[src/rtl/irsir_pkg.sv]
package irsir_pkg;

  // Control register image; packed MSB first so field i sits at wr_data[i].
  typedef struct packed {
    logic rx_inv;   // bit 4
    logic tx_inv;   // bit 3
    logic fixed_w;  // bit 2
    logic rx_ir;    // bit 1
    logic tx_ir;    // bit 0
  } irsir_ctrl_t;

  localparam int CTRL_W = $bits(irsir_ctrl_t);

  typedef enum logic [1:0] {
    ADDR_DIV_LO = 2'd0,
    ADDR_DIV_HI = 2'd1,
    ADDR_CTRL   = 2'd2
  } irsir_addr_t;

endpackage

[src/rtl/irsir_regs.sv]
module irsir_regs
  import irsir_pkg::*;
#(
  parameter int DIV_W     = 16,
  parameter int RESET_DIV = 96
) (
  input  logic             clk,
  input  logic             rst,
  input  logic             wr_en,
  input  logic [1:0]       wr_addr,
  input  logic [7:0]       wr_data,
  input  logic             tx_busy,
  output irsir_ctrl_t      ctrl,
  output logic [DIV_W-1:0] act_div
);

  localparam logic [DIV_W-1:0] DIV_RST = DIV_W'(RESET_DIV);
  localparam logic [DIV_W-1:0] DIV_ONE = DIV_W'(1);

  logic [DIV_W-1:0] stage_div;

  always_ff @(posedge clk) begin
    if (rst) begin
      stage_div <= DIV_RST;
      act_div   <= DIV_RST;
      ctrl      <= '{rx_inv: 1'b0, tx_inv: 1'b0, fixed_w: 1'b0,
                     rx_ir: 1'b1, tx_ir: 1'b0};
    end else begin
      if (wr_en) begin
        case (irsir_addr_t'(wr_addr))
          ADDR_DIV_LO: stage_div[7:0]       <= wr_data;
          ADDR_DIV_HI: stage_div[DIV_W-1:8] <= wr_data[DIV_W-9:0];
          ADDR_CTRL:   ctrl                 <= irsir_ctrl_t'(wr_data[CTRL_W-1:0]);
          default: ;
        endcase
      end
      // Character boundary: adopt the staged divisor only while idle.
      if (!tx_busy)
        act_div <= (stage_div == '0) ? DIV_ONE : stage_div;
    end
  end

  AST_DIV_HOLD: assert property (@(posedge clk) disable iff (rst)
    tx_busy |=> $stable(act_div)) else $error("divisor moved mid-character");

  AST_DIV_NONZERO: assert property (@(posedge clk) disable iff (rst)
    act_div != '0) else $error("divisor in use is zero");

endmodule

[src/rtl/irsir_baud.sv]
module irsir_baud #(
  parameter int DIV_W = 16
) (
  input  logic             clk,
  input  logic             rst,
  input  logic [DIV_W-1:0] div,
  output logic             tick
);

  logic [DIV_W-1:0] cnt;

  always_ff @(posedge clk) begin
    if (rst) begin
      cnt  <= '0;
      tick <= 1'b0;
    end else if (cnt >= div - DIV_W'(1)) begin
      cnt  <= '0;
      tick <= 1'b1;
    end else begin
      cnt  <= cnt + DIV_W'(1);
      tick <= 1'b0;
    end
  end

  AST_TICK_GAP: assert property (@(posedge clk) disable iff (rst)
    (tick && div > DIV_W'(1)) |=> !tick) else $error("ticks too close");

endmodule

[src/rtl/irsir_enc.sv]
module irsir_enc #(
  parameter int DIV_W            = 16,
  parameter int OVERSAMPLE       = 16,
  parameter int PULSE_SIXTEENTHS = 3,
  parameter int FIXED_PULSE_CYC  = 24
) (
  input  logic             clk,
  input  logic             rst,
  input  logic [DIV_W-1:0] div,
  input  logic             tx_ir,
  input  logic             fixed_w,
  input  logic             tx_inv,
  input  logic             uart_txd,
  output logic             ir_tx
);

  localparam int LEN_W = DIV_W + $clog2(OVERSAMPLE) + 1;

  logic [LEN_W-1:0] bit_len, pulse_len, bit_cnt, pulse_rem;
  logic             txd_q, bit_start;

  assign bit_len   = LEN_W'(div) * LEN_W'(OVERSAMPLE);
  assign pulse_len = fixed_w ? LEN_W'(FIXED_PULSE_CYC)
                             : LEN_W'(div) * LEN_W'(PULSE_SIXTEENTHS);
  // A level change resynchronises the bit grid; otherwise it free-runs.
  assign bit_start = (uart_txd != txd_q) || (bit_cnt >= bit_len - LEN_W'(1));

  always_ff @(posedge clk) begin
    if (rst) begin
      txd_q     <= 1'b1;
      bit_cnt   <= '0;
      pulse_rem <= '0;
      ir_tx     <= 1'b1;
    end else begin
      txd_q   <= uart_txd;
      bit_cnt <= bit_start ? '0 : bit_cnt + LEN_W'(1);
      if (bit_start)
        pulse_rem <= uart_txd ? '0 : pulse_len;
      else if (pulse_rem != '0)
        pulse_rem <= pulse_rem - LEN_W'(1);
      ir_tx <= tx_ir ? ((pulse_rem != '0) ^ tx_inv) : uart_txd;
    end
  end

  AST_MARK_SILENT: assert property (@(posedge clk) disable iff (rst)
    (bit_start && uart_txd) |=> pulse_rem == '0) else $error("pulse on a one bit");

  AST_ZERO_FIRES: assert property (@(posedge clk) disable iff (rst)
    (bit_start && !uart_txd) |=> pulse_rem != '0) else $error("zero bit without pulse");

endmodule

[src/rtl/irsir_dec.sv]
module irsir_dec #(
  parameter int DIV_W       = 16,
  parameter int OVERSAMPLE  = 16,
  parameter int SYNC_STAGES = 2
) (
  input  logic             clk,
  input  logic             rst,
  input  logic [DIV_W-1:0] div,
  input  logic             rx_ir,
  input  logic             rx_inv,
  input  logic             ir_rx,
  output logic             uart_rxd
);

  localparam int LEN_W = DIV_W + $clog2(OVERSAMPLE) + 1;

  logic [SYNC_STAGES-1:0] sync_q;
  logic [LEN_W-1:0]       st_rem;
  logic                   lvl, lvl_q, rise, raw;

  always_ff @(posedge clk) begin
    if (rst) sync_q <= '0;
    else     sync_q <= {sync_q[SYNC_STAGES-2:0], ir_rx};
  end

  assign raw  = sync_q[SYNC_STAGES-1];
  assign lvl  = raw ^ rx_inv;
  assign rise = lvl && !lvl_q;

  always_ff @(posedge clk) begin
    if (rst) begin
      lvl_q    <= 1'b1;
      st_rem   <= '0;
      uart_rxd <= 1'b1;
    end else begin
      lvl_q <= lvl;
      if (rise)
        st_rem <= LEN_W'(div) * LEN_W'(OVERSAMPLE);
      else if (st_rem != '0)
        st_rem <= st_rem - LEN_W'(1);
      uart_rxd <= rx_ir ? (st_rem == '0) : raw;
    end
  end

  AST_RISE_ARMS: assert property (@(posedge clk) disable iff (rst)
    rise |=> st_rem != '0) else $error("pulse not stretched");

  AST_STRETCH_LOW: assert property (@(posedge clk) disable iff (rst)
    (rx_ir && st_rem != '0) |=> !uart_rxd) else $error("zero bit broken");

endmodule

[src/rtl/irsir_codec.sv]
module irsir_codec
  import irsir_pkg::*;
#(
  parameter int DIV_W            = 16,
  parameter int RESET_DIV        = 96,
  parameter int OVERSAMPLE       = 16,
  parameter int PULSE_SIXTEENTHS = 3,
  parameter int FIXED_PULSE_CYC  = 24,
  parameter int SYNC_STAGES      = 2
) (
  input  logic       clk,
  input  logic       rst,
  input  logic       wr_en,
  input  logic [1:0] wr_addr,
  input  logic [7:0] wr_data,
  input  logic       uart_txd,
  input  logic       tx_busy,
  input  logic       ir_rx,
  output logic       ir_tx,
  output logic       uart_rxd,
  output logic       baud16_tick
);

  irsir_ctrl_t      ctrl;
  logic [DIV_W-1:0] act_div;

  irsir_regs #(.DIV_W(DIV_W), .RESET_DIV(RESET_DIV)) u_regs (
    .clk(clk), .rst(rst), .wr_en(wr_en), .wr_addr(wr_addr), .wr_data(wr_data),
    .tx_busy(tx_busy), .ctrl(ctrl), .act_div(act_div)
  );

  irsir_baud #(.DIV_W(DIV_W)) u_baud (
    .clk(clk), .rst(rst), .div(act_div), .tick(baud16_tick)
  );

  irsir_enc #(
    .DIV_W(DIV_W), .OVERSAMPLE(OVERSAMPLE),
    .PULSE_SIXTEENTHS(PULSE_SIXTEENTHS), .FIXED_PULSE_CYC(FIXED_PULSE_CYC)
  ) u_enc (
    .clk(clk), .rst(rst), .div(act_div), .tx_ir(ctrl.tx_ir),
    .fixed_w(ctrl.fixed_w), .tx_inv(ctrl.tx_inv), .uart_txd(uart_txd), .ir_tx(ir_tx)
  );

  irsir_dec #(
    .DIV_W(DIV_W), .OVERSAMPLE(OVERSAMPLE), .SYNC_STAGES(SYNC_STAGES)
  ) u_dec (
    .clk(clk), .rst(rst), .div(act_div), .rx_ir(ctrl.rx_ir),
    .rx_inv(ctrl.rx_inv), .ir_rx(ir_rx), .uart_rxd(uart_rxd)
  );

endmodule

[config.mk]
export PLATFORM = sky130hd
export DESIGN_NAME = irsir_codec
export DESIGN_NICKNAME = d
export VERILOG_FILES = /design/src/rtl/irsir_pkg.sv /design/src/rtl/irsir_regs.sv /design/src/rtl/irsir_baud.sv /design/src/rtl/irsir_enc.sv /design/src/rtl/irsir_dec.sv /design/src/rtl/irsir_codec.sv
export SDC_FILE = /design/constraint.sdc
export NUM_CORES = 1
export LEC_CHECK = 0
export BUFFER_PORTS_ARGS = -buffer_cell sky130_fd_sc_hd__buf_2
export CAP_MARGIN = 25
export CELL_PAD_IN_SITES_DETAIL_PLACEMENT = 1
export CELL_PAD_IN_SITES_GLOBAL_PLACEMENT = 2
export CORE_ASPECT_RATIO = 1.2
export CORE_MARGIN = 1.5
export CORE_UTILIZATION = 35
export CTS_CLUSTER_SIZE = 25
export DETAILED_ROUTE_END_ITERATION = 7
export GPL_ROUTABILITY_DRIVEN = 0
export GPL_TIMING_DRIVEN = 0
export PLACE_DENSITY_LB_ADDON = 0.1
export SYNTH_ARGS = -nofsm -noshare
export SYNTH_HDL_FRONTEND = slang
export SYNTH_SLANG_ARGS = --single-unit
[constraint.sdc]
create_clock -name clk -period 5.22 [get_ports clk]
set_input_delay 0.522 -clock clk [delete_from_list [all_inputs] [get_ports clk]]
set_output_delay 0.522 -clock clk [all_outputs]
set_load 0.05 [all_outputs]
# After elaboration in Yosys (flattened, before gate mapping)
# Cells that the tools add are included.
# op_classes
n_reduce_logical	16
n_shift	0
n_mul	1
order_cmp	2
bitwise_logic	2
eq_ne	3
add_sub_neg	6
div	0
mux	10
# ops
operator	count
two-way mux 21 bit	3
nonzero test 21 bit	2
subtractor 21 x 1 -> 21 bit, second input constant	2
two-way mux 20 bit	2
adder 21 x 1 -> 21 bit, second input constant	1
greater-or-equal comparator 21 bit	1
zero test 21 bit	1
subtractor 20 x 1 -> 21 bit, second input constant	1
multiplier 16 x 2 -> 18 bit, second input constant	1
two-way mux 18 bit	1
adder 16 x 1 -> 16 bit, second input constant	1
greater-or-equal comparator 16 bit	1
zero test 16 bit	1
two-way mux 16 bit	1
subtractor 16 x 1 -> 16 bit, second input constant	1
AND reduction 2 bit	3
OR reduction 2 bit	3
nonzero test 2 bit	2
two-way mux 1 bit	3
== test 2 x 1 -> 1 bit, second input constant	1
== test 2 bit, second input constant	1
zero test 2 bit	1
XOR 1 bit	2
logical AND 1 bit	1
other kinds (3)	3
# totals
output_inout_bits	3
mem_count	0
mem_bits_rw	0
romBits	0
regBits	123
inputBits	16
elab_cells	59
latch_bits	0

# Logic depth before layout (Yosys ltp)
# depth
ltp_word	4
depth_mapped	18
mapped_depth_nobuf	17

# Cells and area by module
# From an unflattened synthesis, not the netlist that was laid out.
# unflattened
hier_cells	885
hier_area_um2	7816.2
# modules_own_cells
module	area_per_inst_um2	n_inst	seq_area_each_um2	cells_each
irsir_enc	3812.4	1	880.8	460
irsir_regs	1383.8	1	740.7	129
irsir_baud	1360.1	1	340.3	157
irsir_dec	1260.0	1	500.5	139

# Least setup slack after synthesis
# Ideal clock, no wire load.
# synth_timing
path_kind	reg-to-reg
start	register u_regs.act_div[2]
end	register u_baud.cnt[5]
path_buffers	1
stages_incl_launch_ff	16
slack_ps	1389
arrival_time_ps	3760
required_time_ps	5149
setup_ps	71
period_less_slack_ps	3831
path_cell_list	dfxtp_1 -> inv_1 -> ha_1 -> nor2b_1 -> o2111a_1 -> o21ai_0 -> a21boi_0 -> xnor2_1 -> ha_1 -> a211oi_1 -> nand2_1 -> a311o_1 -> o2111a_1 -> a2111o_1 -> clkbuf_1 -> a21oi_1
# synth_between
elab_chain_cells	3
# synth_rtl
element	line	rtl
start: declaration	irsir_regs.sv:14	output logic [DIV_W-1:0] act_div
start signal: assignment	irsir_regs.sv:39	act_div <= (stage_div == '0) ? DIV_ONE : stage_div;
subtractor 16 x 1 -> 16 bit	irsir_baud.sv:16	end else if (cnt >= div - DIV_W'(1)) begin
greater-or-equal comparator 16 bit	irsir_baud.sv:16	
OR reduction 2 bit (no line)	--	
end signal: assignment	irsir_baud.sv:20	cnt <= cnt + DIV_W'(1);
end: declaration	irsir_baud.sv:10	logic [DIV_W-1:0] cnt;
# No other way between the ends.
# A chain may end at the register's enable or synchronous reset.

# Final worst setup path
# layout_timing
start	register u_regs.act_div[0]
end	register u_enc.pulse_rem[13]
# layout_between
elab_chain_cells	4
word_cells_on_any_way	8
cone_classes	1 x add/sub; 1 x mul; 1 x order compare; 3 x mux; 2 x reduce/logical
# layout_rtl
element	line	rtl
multiplier 16 x 2 -> 18 bit / subtractor 20 x 1 -> 21 bit (equally long branches)	irsir_enc.sv:24, irsir_enc.sv:26	
two-way mux 18 bit / greater-or-equal comparator 21 bit (equally long branches)	irsir_enc.sv:23, irsir_enc.sv:26	
two-way mux 21 bit / logical OR 1 bit (equally long branches)	irsir_enc.sv:38, irsir_enc.sv:26	
two-way mux 21 bit / nonzero test 2 bit (equally long branches)	--	
end signal: assignment	irsir_enc.sv:38	pulse_rem <= uart_txd ? '0 : pulse_len;
end signal: assignment	irsir_enc.sv:40	pulse_rem <= pulse_rem - LEN_W'(1);
end: declaration	irsir_enc.sv:19	logic [LEN_W-1:0] bit_len, pulse_len, bit_cnt, pulse_rem;
# Parallel ways exist; a longest one is shown, timed or not.

==> summary.md <==
| Metric | Value |
|---|---|
| Die area | `21,900 sq um` |
| Fraction of layout cells with a size suffix above 1 | `7.14%` |
| Area contributors post-synth | `dfxtp_1 34%, ha_1 12%, mux2i_1 7.8%` |
| Top FF cell, synth | `dfxtp_1` |
| Internal power | `2.35 mW` |
| CTS Buffer Depth | `2` |
| Ant diodes | `0` |
| Worst slew pin tran | `0.965 ns` |
| Final Hold Viols | `0` |
| Fin nets | `959` |
| Top cell type's share of synthesized area | `33.5%` |
| Largest net degree at the start of global routing | `17` |
| R2R Path Start | `u_regs.act_div[0]$_SDFFE_PP0N_` |
| Worst Setup SP | `u_regs.act_div[0]$_SDFFE_PP0N_` |
| Antenna violations before repair | `0` |
| HP Class | `primary input to flop` |
| Post-synthesis sequential area ratio | `33.5%` |
| Synthesized cell area | `7350 sq um` |
| Syn Area/Cell | `8.82 sq um` |
| Pins Over Slew Limit | `0` |
| Gr ovfl total | `0` |
| Yosys cell types | `62` |
| Sw Ratio | `36.9%` |
| Row cnt | `57` |
| Placement Cell Area | `7760 sq um` |
| GR Util All Layers | `21.0%` |
| Max_slew headroom | `35.2%` |
| Postcts setup bufs | `0` |
| Asr flop ratio synth | `0%` |
| Area delta synth->final | `13.8%` |
| Setup TNS Final | `0 ns` |
| DR iter-0 viols | `120` |
| CTS sink count | `123` |
| Metal-1 WL | `9590 um` |
| Clock Power Share | `32.7%` |
| NetSw | `1.37 mW` |
| Top Metal Used | `met4` |
| Post-synth EDFFs | `0` |
| Wirelength, routed | `21,700 um` |
| Reg power frac | `33.6%` |
| Top Ports | `19` |
| Vias | `6,071` |
| CTS clock-pin slew for the worst setup and hold paths | `0.06 ns` |
| Num CTS Buffers | `17` |
| Post-layout min period | `4.83 ns` |
| RSZ-0062 raised after global routing | `no` |
| Die Width | `135 um` |
| CP Data Required Time | `5.56 ns` |
| Drt wl/cell | `18.9 um` |
| Starting density of the core | `36.0%` |
| Port-buffer cells | `17` |
| Via-to-Cell Ratio | `5.29` |
| Setup Crit Path Kind | `flop to flop` |
| Hpwl dp | `16,900 um` |
| Routed met3 length | `512 um` |
| Maximum VDD drop | `0.000241 V` |
| Power share of the combinational group | `33.7%` |
| Syn Inst Count | `833` |
| Final Skew | `0.0140 ns` |
| Worst path max stage delay | `0.63 ns` |
| Area leader, netlist | `dfxtp_1` |
| Worst-path cell chain | `inv_1 -> ha_1 -> nand2b_1 -> a311o_1 -> nand3_1 -> a21boi_1 -> nand2_1 -> xnor2_1 -> ha_1 -> a211oi_1 -> nand2_1 -> a211oi_1 -> o311ai_1 -> o311a_1 -> maj3_2 -> a211oi_4 -> buf_6 -> mux2i_1` |
| Core area | `20,400 sq um` |
| Leakage power | `3.65 nW` |
| Max-Cap Viols | `0` |
| WP data arrival | `5.16 ns` |
| Clk Latency, worst-skew pair | `0.42 ns` |
| Syn_nets | `923` |
| DRT antenna net count | `0` |
| CTS tree | `yes` |
| CP endpoint kind | `flop` |
| Worst-path fanout max | `10` |
| Power density over the cells | `445 nW/um^2` |
| CTS H-Tree Depth | `4` |
| #FFs+latches synth | `123` |
| Hold Crit Start | `ir_rx` |
| Yosys warns | `0` |
| Final setup fails | `0` |
| Fmax | `0.207 GHz` |
| Design Area, Final | `8360 sq um` |
| Detailed-route DRC error count | `0` |
| CP max-delay cell | `dfxtp_1` |
| First-pass GRT wire length | `35,200 um` |
| Vias in the first global route | `6,511` |
| CP Launch Type | `flop` |
| Status | `finished, final reports clean` |
| Wire length on met2 | `11,100 um` |
| Die Y | `162 um` |
| Final period utilization | `92.5%` |
| Clock root cell | `clkbuf_16` |
| Drt first pass iters | `4` |
synthesized netlist by cell type (7+ instances only):
cell and n:
clkbuf_1 15, nand4_1 9, nand3_1 30, nand2_1 89, nand2b_1 7, a21o_1 7
and3_1 27, o21ai_0 21, nor4_1 10, inv_1 33, a211oi_1 15, ha_1 73
mux2i_1 57, nor2_1 74, xor2_1 34, dfxtp_1 123, buf_1 7, xnor2_1 56
a21oi_1 38, nor3_1 21
cells in the final DEF, fill, tap and decap left out, types with 4 or more instances in the layout:
cell | synthesis | routed
clkbuf_1 | 15 | 15
and3_1 | 27 | 27
nand4_1 | 9 | 9
clkbuf_16 | 0 | 17
o21bai_1 | 5 | 5
nor3_1 | 21 | 21
nor2_1 | 74 | 74
a21oi_1 | 38 | 38
or3_1 | 4 | 4
nor4_1 | 10 | 10
a211oi_1 | 15 | 15
nand2_1 | 89 | 89
nor2b_1 | 4 | 4
buf_1 | 7 | 7
nand2b_1 | 7 | 7
inv_1 | 33 | 33
o21ai_0 | 21 | 20
nand3_1 | 30 | 30
inv_6 | 0 | 5
ha_1 | 73 | 73
mux2i_1 | 57 | 57
xnor2_1 | 56 | 56
xor2_1 | 34 | 34
a21o_1 | 7 | 7
o41ai_1 | 4 | 4
dfxtp_1 | 123 | 123
a211o_1 | 5 | 5
buf_2 | 2 | 19
worst paths after layout:
path | end | slack (ns) | cells past startpoint
worst max-delay path | u_enc.pulse_rem[13]$_SDFFE_PP0P_ | 0.39 | 18
worst min-delay path | u_dec.sync_q[0]$_SDFF_PP0_ | 0.31 | 2
worst max register to register | u_enc.pulse_rem[13]$_SDFFE_PP0P_ | 0.39 | 18
worst min register to register | u_dec.sync_q[1]$_SDFF_PP0_ | 0.45 | 1
worst max-delay path, delay by kind of cell, from the launching register on:
kind	cells	cell delay [ns]
AO/OA/AOI/OAI	7	1.71
adder cells (fa/ha/maj)	3	0.94
flip-flops	1	0.63
XOR/XNOR	1	0.21
AND/OR/NAND/NOR	4	0.53
buffers and inverters	2	0.45
multiplexers	1	0.23
kinds of logic after synthesis:
kind of cell / after synthesis / share of synthesized area, %
AO/OA/AOI/OAI: 128 / 11.8
XOR/XNOR: 90 / 10.7
adder cells (fa/ha/maj): 76 / 13.0
buffers and inverters: 59 / 3.25
flip-flops: 123 / 33.5
multiplexers: 57 / 7.77
AND/OR/NAND/NOR: 300 / 19.9
power by group through the flow:
| stage | sequential, mW | clock, mW | combinational [mW] |
|---|---|---|---|
| 2_1_floorplan | 1.24 | 0 | 0.974 |
| 3_3_place_gp | 1.26 | 0 | 1.21 |
| 3_5_place_dp | 1.27 | 0 | 1.26 |
| 4_1_cts | 1.25 | 1.25 | 1.27 |
| 5_1_grt | 1.27 | 1.28 | 1.41 |
| 6_report | 1.25 | 1.22 | 1.25 |
registers in the layout, indices dropped and copies added, names as in the netlist:
signal and cells:
u_dec.lvl_q 1, u_enc.txd_q 1, u_baud.cnt 16, u_regs.act_div 16, u_enc.bit_cnt 21, u_baud.tick 1
u_dec.uart_rxd 1, u_dec.st_rem 21, u_enc.ir_tx 1, u_enc.pulse_rem 21, u_regs.ctrl 5, u_regs.stage_div 16
u_dec.sync_q 2
what timing repair did:
action                                  CTS  global route
endpoints found under the setup margin    0            50
hold endpoints to repair                  0             0
hold buffers                              0             0
gates resized for setup                   0             2
per-layer routing:
| metal | vias up | global-route usage (%) |
|---|---|---|
| met2 | 64 | 38.1 |
| met4 | 0 | 7.48 |
| met5 | - | 0 |
| met1 | 2971 | 24.7 |
| met3 | 27 | 3.37 |
| li1 | 3009 | - |
area by class of cell:
| class | count | area [sq um] |
|---|---|---|
| flip-flops and latches | 123 | 2460 |
| clock buffers | 18 | 439 |
| plain buffers | 26 | 115 |
| multi-input cells | 651 | 4640 |
| inverters | 33 | 124 |
| well taps | 265 | 332 |
| repair buffers | 17 | 85.1 |
| clock inverters | 14 | 158 |
| fillers | 2457 | 12000 |
through the flow:
step                util [%]  total power [mW]  hold WS [ns]  worst slack (ns)  std cells
floorplan                  -              2.21         0.414              1.39        833
global placement        38.1              2.47         0.430             0.378       1115
detailed placement      38.1              2.53         0.441             0.276       1115
CTS                     41.0              3.77         0.307             0.242       1147
global route            41.0              3.97         0.329            0.0217       1147
finish                  41.0              3.72         0.314             0.394       1147
Note: power is estimated with default switching activity, not from simulation.
